<file path="config.mk">
export PLATFORM = sky130hd
export DESIGN_NAME = txdesc_walker
export DESIGN_NICKNAME = d
export VERILOG_FILES = /design/src/rtl/txdw_pkg.sv /design/src/rtl/txdw_burst_calc.sv /design/src/rtl/txdw_status_fmt.sv /design/src/rtl/txdw_cmd_latch.sv /design/src/rtl/txdesc_walker.sv
export SDC_FILE = /design/constraint.sdc
export NUM_CORES = 1
export LEC_CHECK = 0
export BUFFER_PORTS_ARGS = -buffer_cell sky130_fd_sc_hd__buf_2
export CAP_MARGIN = 15
export CORE_ASPECT_RATIO = 1.25
export CORE_MARGIN = 3
export CORE_UTILIZATION = 23
export CTS_CLUSTER_SIZE = 10
export DETAILED_ROUTE_END_ITERATION = 8
export GPL_ROUTABILITY_DRIVEN = 0
export SLEW_MARGIN = 5
export SYNTH_ARGS = -nofsm -noshare
export SYNTH_HDL_FRONTEND = slang
export SYNTH_SLANG_ARGS = --single-unit
</file>
<file path="constraint.sdc">
create_clock -name clk -period 2.7 [get_ports clk]
set_input_delay 0.405 -clock clk [delete_from_list [all_inputs] [get_ports clk]]
set_output_delay 0.405 -clock clk [all_outputs]
set_load 0.005 [all_outputs]
</file>
<file path="src/rtl/txdw_pkg.sv">
`timescale 1ns/1ps
package txdw_pkg;
  localparam int WORD_W     = 32;
  localparam int CNT_W      = 12;
  localparam int LEN_W      = CNT_W + 1;
  localparam int OWN_BIT    = 31;
  localparam int MORE_BIT   = 30;
  localparam int ABORT_BIT  = 26;
  localparam int UNDER_BIT  = 25;
  localparam int DESC_BYTES = 12;
  localparam int LINK_BYTES = 4;
  localparam int CMD_OFS    = 4;
  localparam int MAX_BURST  = 512;

  typedef enum logic [1:0] {
    OP_DESC_RD = 2'd0,
    OP_LINK_RD = 2'd1,
    OP_FRAG_RD = 2'd2,
    OP_STAT_WR = 2'd3
  } mem_op_e;

  typedef enum logic [2:0] {
    ST_IDLE,
    ST_REFRESH,
    ST_DESC_RD,
    ST_FIFO_WAIT,
    ST_FRAG_RD,
    ST_STAT_WR,
    ST_ADVANCE
  } walk_state_e;
endpackage

</file>
<file path="src/rtl/txdw_burst_calc.sv">
`timescale 1ns/1ps
module txdw_burst_calc
  import txdw_pkg::*;
(
  input  logic [2:0]       code,
  input  logic [CNT_W-1:0] remaining,
  output logic [LEN_W-1:0] len
);
  logic [LEN_W-1:0] cap;
  logic [LEN_W-1:0] rem_ext;

  assign rem_ext = {1'b0, remaining};

  always_comb begin
    if (code == 3'd0) cap = LEN_W'(MAX_BURST);
    else              cap = LEN_W'(1) << ({1'b0, code} + 4'd1);
    len = (rem_ext < cap) ? rem_ext : cap;
  end
endmodule

</file>
<file path="src/rtl/txdw_status_fmt.sv">
`timescale 1ns/1ps
module txdw_status_fmt
  import txdw_pkg::*;
(
  input  logic [WORD_W-1:0] cmd_word,
  input  logic              last_frag,
  input  logic              abort_in,
  input  logic              under_in,
  output logic [WORD_W-1:0] stat_word
);
  always_comb begin
    stat_word            = cmd_word;
    stat_word[OWN_BIT]   = 1'b0;
    stat_word[ABORT_BIT] = last_frag & abort_in;
    stat_word[UNDER_BIT] = last_frag & under_in;
  end
endmodule

</file>
<file path="src/rtl/txdw_cmd_latch.sv">
`timescale 1ns/1ps
module txdw_cmd_latch (
  input  logic clk,
  input  logic rst,
  input  logic cmd_in,
  input  logic take,
  output logic pending
);
  always_ff @(posedge clk) begin
    if (rst) pending <= 1'b0;
    else     pending <= cmd_in | (pending & ~take);
  end
endmodule

</file>
<file path="src/rtl/txdesc_walker.sv">
`timescale 1ns/1ps
module txdesc_walker
  import txdw_pkg::*;
#(
  parameter int ADDR_W = 32
) (
  input  logic              clk,
  input  logic              rst,
  input  logic              txe_cmd,
  input  logic              head_we,
  input  logic [ADDR_W-1:0] head_addr,
  input  logic [2:0]        burst_code,
  input  logic              fifo_avail,
  input  logic              pkt_done,
  input  logic              pkt_abort,
  input  logic              pkt_underrun,
  output logic              mem_req,
  output logic [1:0]        mem_op,
  output logic [ADDR_W-1:0] mem_addr,
  output logic [LEN_W-1:0]  mem_len,
  output logic [WORD_W-1:0] mem_wdata,
  input  logic              mem_done,
  input  logic [WORD_W-1:0] rd_link,
  input  logic [WORD_W-1:0] rd_cmdsts,
  input  logic [WORD_W-1:0] rd_bufptr
);
  walk_state_e       state_q;
  mem_op_e           op_q;
  logic [ADDR_W-1:0] cur_q, link_q, frag_q;
  logic [WORD_W-1:0] cmd_q;
  logic [CNT_W-1:0]  rem_q;
  logic              done_flag_q;
  logic              pend, start;
  logic [LEN_W-1:0]  burst_len;
  logic [WORD_W-1:0] stat_word;
  logic              more_c;

  assign more_c = cmd_q[MORE_BIT];
  assign start  = (state_q == ST_IDLE) && pend && !head_we;
  assign mem_op = op_q;

  txdw_cmd_latch u_latch (
    .clk(clk), .rst(rst), .cmd_in(txe_cmd), .take(start), .pending(pend)
  );

  txdw_burst_calc u_burst (
    .code(burst_code), .remaining(rem_q), .len(burst_len)
  );

  txdw_status_fmt u_fmt (
    .cmd_word(cmd_q), .last_frag(!more_c), .abort_in(pkt_abort),
    .under_in(pkt_underrun), .stat_word(stat_word)
  );

  always_ff @(posedge clk) begin
    if (rst) begin
      state_q     <= ST_IDLE;
      op_q        <= OP_DESC_RD;
      cur_q       <= '0;
      link_q      <= '0;
      frag_q      <= '0;
      cmd_q       <= '0;
      rem_q       <= '0;
      done_flag_q <= 1'b0;
      mem_req     <= 1'b0;
      mem_addr    <= '0;
      mem_len     <= '0;
      mem_wdata   <= '0;
    end else begin
      case (state_q)
        ST_IDLE: begin
          if (head_we) begin
            cur_q       <= head_addr;
            done_flag_q <= 1'b0;
          end else if (start) begin
            mem_req  <= 1'b1;
            mem_addr <= cur_q;
            if (done_flag_q) begin
              op_q    <= OP_LINK_RD;
              mem_len <= LEN_W'(LINK_BYTES);
              state_q <= ST_REFRESH;
            end else begin
              op_q    <= OP_DESC_RD;
              mem_len <= LEN_W'(DESC_BYTES);
              state_q <= ST_DESC_RD;
            end
          end
        end
        ST_REFRESH: begin
          if (mem_done) begin
            mem_req <= 1'b0;
            link_q  <= ADDR_W'(rd_link);
            state_q <= ST_ADVANCE;
          end
        end
        ST_DESC_RD: begin
          if (mem_done) begin
            mem_req <= 1'b0;
            link_q  <= ADDR_W'(rd_link);
            cmd_q   <= rd_cmdsts;
            frag_q  <= ADDR_W'(rd_bufptr);
            rem_q   <= rd_cmdsts[CNT_W-1:0];
            state_q <= rd_cmdsts[OWN_BIT] ? ST_FIFO_WAIT : ST_IDLE;
          end
        end
        ST_FIFO_WAIT: begin
          if (rem_q != '0) begin
            if (fifo_avail) begin
              mem_req  <= 1'b1;
              op_q     <= OP_FRAG_RD;
              mem_addr <= frag_q;
              mem_len  <= burst_len;
              state_q  <= ST_FRAG_RD;
            end
          end else if (more_c || pkt_done) begin
            mem_req   <= 1'b1;
            op_q      <= OP_STAT_WR;
            mem_addr  <= cur_q + ADDR_W'(CMD_OFS);
            mem_len   <= LEN_W'(LINK_BYTES);
            mem_wdata <= stat_word;
            state_q   <= ST_STAT_WR;
          end
        end
        ST_FRAG_RD: begin
          if (mem_done) begin
            mem_req <= 1'b0;
            frag_q  <= frag_q + ADDR_W'(mem_len);
            rem_q   <= rem_q - mem_len[CNT_W-1:0];
            state_q <= ST_FIFO_WAIT;
          end
        end
        ST_STAT_WR: begin
          if (mem_done) begin
            mem_req <= 1'b0;
            state_q <= ST_ADVANCE;
          end
        end
        ST_ADVANCE: begin
          if (link_q != '0) begin
            cur_q       <= link_q;
            done_flag_q <= 1'b0;
            mem_req     <= 1'b1;
            op_q        <= OP_DESC_RD;
            mem_addr    <= link_q;
            mem_len     <= LEN_W'(DESC_BYTES);
            state_q     <= ST_DESC_RD;
          end else begin
            done_flag_q <= 1'b1;
            state_q     <= ST_IDLE;
          end
        end
        default: state_q <= ST_IDLE;
      endcase
    end
  end
endmodule

</file>
==> summary.md, run 1 <==
| Metric | Value |
|---|---|
| DR WL met2 | `roughly 21000 microns` |
| Crit-path max FO | `6` |
| Skew-Pair Late Insertion Delay | `0.56 ns` |
| Synth top area cells | `dfxtp_1, nand2_1, a21oi_1` |
| Fmax | `387.9 MHz` |
| CP delay by family, top | `simple AND/OR/NAND/NOR gates` |
| Max-Cap Viols | `0` |
| Fin crit share | `0.9549` |
| Worst Hold Class | `primary input to flop` |
| Layout cells sized above 1 | `0.2080` |
| Congestion Overflow GR | `0` |
| Register area | `~4400 sq um` |
| Setup TNS | `0 ns` |
| Power Dens Cells | `between 500 and 600 nW/um^2` |
| Pre-antenna DRT Iters | `5` |
| Design Area, Final | `14820 sq um` |
| Simple-gate share of the synthesized area | `0.2535` |
| Mapped cell area | `11850 sq um` |
| Io pins | `220` |
| Status | `finished, final reports clean` |
| Critical Path Max Stage Delay | `roughly 0.50 ns` |
| Slew Viols, Final | `0` |
| Max layer used | `met5` |
| Final WL | `around 46000 microns` |
| Fin crit period | `approximately 2.6 ns` |
| Async SR Flop Fraction | `0` |
| Clock-pin slew on the worst setup and hold paths | `0.06 ns` |
| Number of global-route vias before repair | `about 12000` |
| Tightest hold margin | `around 0.083 ns` |
| Complex-gate fraction of the synthesized area | `0.2561` |
| Core Region | `50650 sq um` |
| Mux cell area share after synthesis | `0.008445` |
| Chip Width | `209.0 microns` |
| Worst slew pin tran | `0.8524 ns` |
| Worst endpoint required time | `about 3.2 ns` |
| Commonest cells post-synth | `nand2_1, dfxtp_1, a21oi_1, nor2_1, clkbuf_1` |
| Synth Flop Type | `dfxtp_1` |
| Slew headroom | `0.4311` |
| Num CTS Buffers | `27` |
| CTS root buf | `clkbuf_16` |
| Top cell type's share of synthesized area | `0.3733` |
| Post-synthesis adder-cell area fraction | `0.04138` |
| I/O Buffers | `216` |
| First-pass GRT wire length | `between 70000 and 80000 microns` |
| P_leak | `roughly 0.0057 uW` |
| CTS max path bufs | `3` |
| Layout fillers | `roughly 5500` |
| Largest family of logic cells by synthesized area | `compound AO/OA/AOI/OAI gates` |
| Synth Area per Inst | `7.593 sq um` |
| GRT Total Usage | `0.1625` |
| Startpoint class of the critical path | `flop` |
| Multi-input combinational cell area | `just under 7000 sq um` |
| Worst setup EP type | `flop` |
| Hold Vio Cnt, Final | `0` |
| Post-DRT Antenna Nets | `0` |
| Number of flops mapped to enable cells by yosys | `0` |
| Largest net degree at the start of global routing | `110` |
| Unrepaired setup endpoints after global routing | `true` |
| CP Cell Sequence | `ha_1 -> inv_1 -> fa_1 -> nand2b_1 -> a21oi_2 -> nor2_1 -> o21ai_1 -> buf_4 -> a31oi_4 -> or4_1 -> a31oi_1` |
| Via count | `12485` |
| CP arrival | `~3 ns` |
| Die Y | `between 200 and 300 microns` |
| Post-CTS setup buffer count | `0` |
| Buffers & Inverters on Critical Path | `2` |
| Finish-stage setup viols | `0` |
| # hold bufs at CTS | `0` |
| Crit-path slowest cell | `or4_1` |
| Largest area contributor in the netlist | `dfxtp_1` |
| Cells resized by post-CTS repair | `0` |
| Syn Inst Count | `roughly 1600` |
| Initial antenna violation count | `5` |
| M1 WL | `~20000 microns` |
| Num Clock Sinks | `221` |
| Starting DRT DRC Count | `about 1100` |
| Placed wire-length estimate | `between 30000 and 40000 microns` |
| Worst Skew | `roughly 0.027 ns` |
| Routed WL per cell | `between 15 and 20 microns` |
| IR drop worst, VDD | `between 300 and 400 uV` |
| Row count | `92` |
| Count leader, synth | `nand2_1` |
| Nets | `between 1500 and 2000` |
| Max H-tree Level | `1` |
| Crit Path Category | `flop to flop` |
| Via-to-Cell Ratio | `just over 5` |
| Synth cell types | `90` |
| Register bit total from synthesis | `221` |
| Die area | `54310 sq um` |
| Post-synthesis xor/xnor area fraction | `0.01700` |
| Number of remaining DRC errors | `0` |
| TritonCTS clock tree | `done` |
| Initial Util | `0.2340` |
| Met3 routed WL | `roughly 3600 microns` |
| Seq/Total Area, Yosys | `0.3733` |
| Yosys Warn Count | `0` |
| Synthesis-to-layout area growth | `25.01%` |
| Area after DPL | `roughly 14000 sq um` |
power by group:
| part | total [uW] | switching, uW | leakage, uW | internal (uW) |
|---|---|---|---|---|
| clock | 3340 | 1410 | 0.000384 | 1940 |
| combinational | 1100 | 642 | 0.00356 | 454 |
| sequential | 3550 | 155 | 0.00179 | 3390 |
per-layer routing:
layer | up-vias | track usage
met4 | 4 | 0.04281
met1 | 5844 | 0.2162
met2 | 537 | 0.2713
li1 | 6015 | -
met5 | - | 0
met3 | 85 | 0.02956
worst register-to-register path, delay by kind of cell (launching register included):
kind	cells	cell delay, ns
and+or+nand+nor	3	0.78
AOI/OAI and AO/OA	4	0.64
adders and majority gates	2	0.56
DFF	1	0.34
buffers and inverters	2	0.20
state kept, by name, summed over array words and instances, names as in the netlist:
signal           count
cmd_q               29
mem_len             13
mem_wdata           31
link_q              32
mem_req              1
state_q              3
mem_addr            32
rem_q               12
frag_q              32
u_latch.pending      1
mem_op               2
done_flag_q          1
cur_q               32
per-stage QoR:
| step | instances | power, uW | util | setup slack (ns) |
|---|---|---|---|---|
| after floorplan | 1563 | 4230 | - | 0.08461 |
| after global placement | 2402 | 4674 | 0.2765 | 0.002760 |
| after detailed placement | 2402 | 4699 | 0.2765 | 0.01958 |
| after CTS | 2442 | 8077 | 0.2919 | 0.003383 |
| after global routing | 2443 | 8322 | 0.2925 | -0.05154 |
| final | 2443 | 7986 | 0.2925 | 0.1218 |
cell type report:
cell class / count / share of cell area
multi-input cells: 1197 / 0.4659
clock inverters: 2 / 0.0009289
inverters: 28 / 0.007093
flip-flops and latches: 221 / 0.2986
diodes: 1 / 0.0001689
well taps: 658 / 0.05557
repair buffers: 298 / 0.1200
clock buffers: 38 / 0.05176
placed cells by master (no fill, tap or decap), types with 5 or more instances in the layout:
cell / count
xnor2_1: 16
a21oi_2: 5
a21o_1: 10
o21a_1: 9
dfxtp_1: 221
inv_1: 26
a41oi_1: 5
buf_12: 6
and2_1: 9
nor4_1: 14
and3_1: 19
buf_4: 76
o31ai_1: 5
o21ai_0: 59
mux2i_1: 10
ha_1: 36
nor2_1: 114
nor3_1: 16
a311oi_1: 50
o211ai_1: 17
nand2b_1: 11
xor2_1: 7
a221oi_1: 5
buf_2: 215
a22oi_1: 7
o22ai_1: 13
nand3_1: 43
nor2b_1: 10
nand4_1: 10
clkbuf_1: 6
a222oi_1: 12
clkbuf_8: 5
a211oi_1: 14
a31oi_1: 23
clkbuf_16: 27
a21oi_1: 182
nand2_1: 357
nand3b_1: 9
logic make-up (layout without fill, tap and decap cells):
logic type	after synthesis	in the layout
adders and majority gates	38	38
and+or+nand+nor	656	656
xor gates and xnor gates	23	23
AOI/OAI and AO/OA	466	466
other	2	5
muxes	10	10
buffers and inverters	145	366
DFF	221	221
worst paths after layout:
kind                                    from           end  slack, ns  depth (start not counted)
worst max-delay path              mem_len[0]    frag_q[26]       0.12                         11
worst max register to register    mem_len[0]    frag_q[26]       0.12                         11
worst min register to register  mem_addr[20]  mem_addr[20]       0.45                          2
worst min-delay path              rd_link[5]     link_q[5]       0.08                          3
Note: power is estimated with default switching activity, not from simulation.
==> run 2, diff against run 1 <==
--- a/config.mk
+++ b/config.mk
@@ -5,10 +5,10 @@
 export SDC_FILE = /design/constraint.sdc
 export NUM_CORES = 1
 export LEC_CHECK = 0
-export BUFFER_PORTS_ARGS = -buffer_cell sky130_fd_sc_hd__buf_2
+export BUFFER_PORTS_ARGS = -buffer_cell sky130_fd_sc_hd__clkbuf_2
 export CAP_MARGIN = 15
 export CORE_ASPECT_RATIO = 1.25
-export CORE_MARGIN = 3
+export CORE_MARGIN = 5
 export CORE_UTILIZATION = 23
 export CTS_CLUSTER_SIZE = 10
 export DETAILED_ROUTE_END_ITERATION = 8
==> run 2 against run 1 <==
Combinational power about the same. Sequential cell count unchanged. Largest power group is now clock. Critical path type unchanged. Highest routed layer unchanged. Worst setup slack worse by 0.043 ns.
==> summary.md, run 2 (synthesis gave the netlist of run 1 again) <==
| Metric | Value |
|---|---|
| Worst Hold Class | `primary input to flop` |
| First-pass GRT wire length | `a little over 70000 microns` |
| Worst slew pin tran | `roughly 0.74 ns` |
| Area after DPL | `~14000 sq um` |
| Crit Path Category | `flop to flop` |
| Core Region | `between 50000 and 60000 sq um` |
| GR peak layer | `met2` |
| Util after Layout | `0.2905` |
| Finish-stage setup viols | `0` |
| Synthesis-to-layout area growth | `25.79%` |
| Crit-path max FO | `6` |
| Met3 Track Usage GR | `0.02779` |
| Fin crit period | `2.621 ns` |
| Status | `finished, final reports clean` |
| Setup TNS | `0 ns` |
| Most frequent cells in the layout | `nand2_1, dfxtp_1, clkbuf_2` |
| Placed wire-length estimate | `36100 microns` |
| I/O Buffers | `~220` |
| Die area | `~56000 sq um` |
| Skew-Pair Late Insertion Delay | `0.58 ns` |
| TritonCTS clock tree | `done` |
| Buffers & Inverters on Critical Path | `0` |
| Via-to-Cell Ratio | `slightly above 5` |
| Final WL | `about 48000 microns` |
| GRT Total Usage | `0.1589` |
| Fmax | `about 380 MHz` |
| Slew headroom | `0.5053` |
| CP arrival | `approximately 3.1 ns` |
| Num CTS Buffers | `28` |
| Most common cell after layout, fill and taps aside | `nand2_1` |
| Tightest hold margin | `approximately 0.047 ns` |
| Max H-tree Level | `1` |
| Worst Skew | `~0.047 ns` |
| Largest net degree at the start of global routing | `109` |
| Num Clock Sinks | `221` |
| Worst endpoint required time | `about 3.1 ns` |
| Initial Util | `0.2310` |
| Unrepaired setup endpoints after global routing | `false` |
| Row count | `93` |
| Post-DRT Antenna Nets | `0` |
| Met1 usage | `0.2069` |
| CTS max path bufs | `3` |
| Power Dens Cells | `551.2 nW/um^2` |
| # hold bufs at CTS | `0` |
| Initial antenna violation count | `1` |
| Slew Viols, Final | `0` |
| IR drop worst, VDD | `476.5 uV` |
| CTS root buf | `clkbuf_16` |
| GR Util met2 | `0.2617` |
| Setup ws final | `approximately 0.08 ns` |
| Design Area, Final | `~15000 sq um` |
| Clock-pin slew on the worst setup and hold paths | `0.06 ns` |
| Io pins | `between 200 and 250` |
| Starting DRT DRC Count | `1133` |
| Via count | `between 10000 and 15000` |
| Layout cells sized above 1 | `0.2095` |
| CP Cell Sequence | `ha_1 -> nand2_1 -> or3_4 -> o41ai_4 -> and2_1 -> nand4_1 -> a32o_1` |
| Worst setup EP type | `flop` |
| Fin crit share | `0.9709` |
| Startpoint class of the critical path | `flop` |
| Chip Width | `213.0 microns` |
| Number of global-route vias before repair | `11800` |
| P_leak | `0.005717 uW` |
| Die Y | `between 200 and 300 microns` |
| Nets | `~1900` |
| Routed WL per cell | `a little under 20 microns` |
| CP delay by family, top | `simple AND/OR/NAND/NOR gates` |
| Critical Path Max Stage Delay | `0.44 ns` |
| Pre-antenna DRT Iters | `5` |
| Number of remaining DRC errors | `0` |
| Hold Vio Cnt, Final | `0` |
| Max-Cap Viols | `0` |
| Crit-path slowest cell | `o41ai_4` |
| Pre-CTS WS | `-0.1373 ns` |
| Congestion Overflow GR | `0` |
## run 2: changes by cell type in the layout (fill, tap and decap cells not counted), sizes merged
| cell | delta |
|---|---|
| buf | -218 |
| clkbuf | +218 |
| clkinv | +1 |
| bufinv | +1 |
| inv | -1 |
## run 2: worst paths after layout
check / start / end / slack (ns) / cells after the start
max: frag_q[7] / frag_q[29] / 0.08 / 7
min: txe_cmd / u_latch.pending / 0.05 / 3
max reg2reg: frag_q[7] / frag_q[29] / 0.08 / 7
min reg2reg: mem_wdata[26] / mem_wdata[26] / 0.45 / 2
## run 2: power by group
part	leakage [uW]	switching, uW	internal (uW)
clock	0.000422	1450	2140
combinational	0.00350	629	448
sequential	0.00179	161	3390
total	0.00572	2240	5980
## run 2: per-layer routing
layer | vias to the layer above | wire (microns)
met1 | 5821 | 19810
met2 | 509 | 21980
met5 | - | 13
li1 | 6018 | -
met3 | 92 | 3562
met4 | 2 | 2155
## run 2: final cells by class
type	count	area (sq um)
antenna	1	2.502
clock buffer	41	809.5
clock inverter	3	55.05
fill	5518	36410
inverter	28	105.1
multi-input combinational	1197	6924
sequential	221	4425
tap	665	832.0
timing repair buffer	295	1755
## run 2: tightest hold or removal path: stages
cell and delay [ns]:
clkbuf_2 0.08, a21oi_1 0.03, nor2_1 0.07
## run 2: timing repair
action / CTS / global route
pin swaps: 1 / 4
setup buffers: 0 / 2
endpoints found under the setup margin: 4 / 7
resized for setup: 3 / 6
## run 2: stage by stage
step,total power (uW),instances
final,8218,2451
after global routing,8555,2450
after CTS,8299,2448
after detailed placement,4692,2404
after global placement,4668,2404
after floorplan,4230,1563
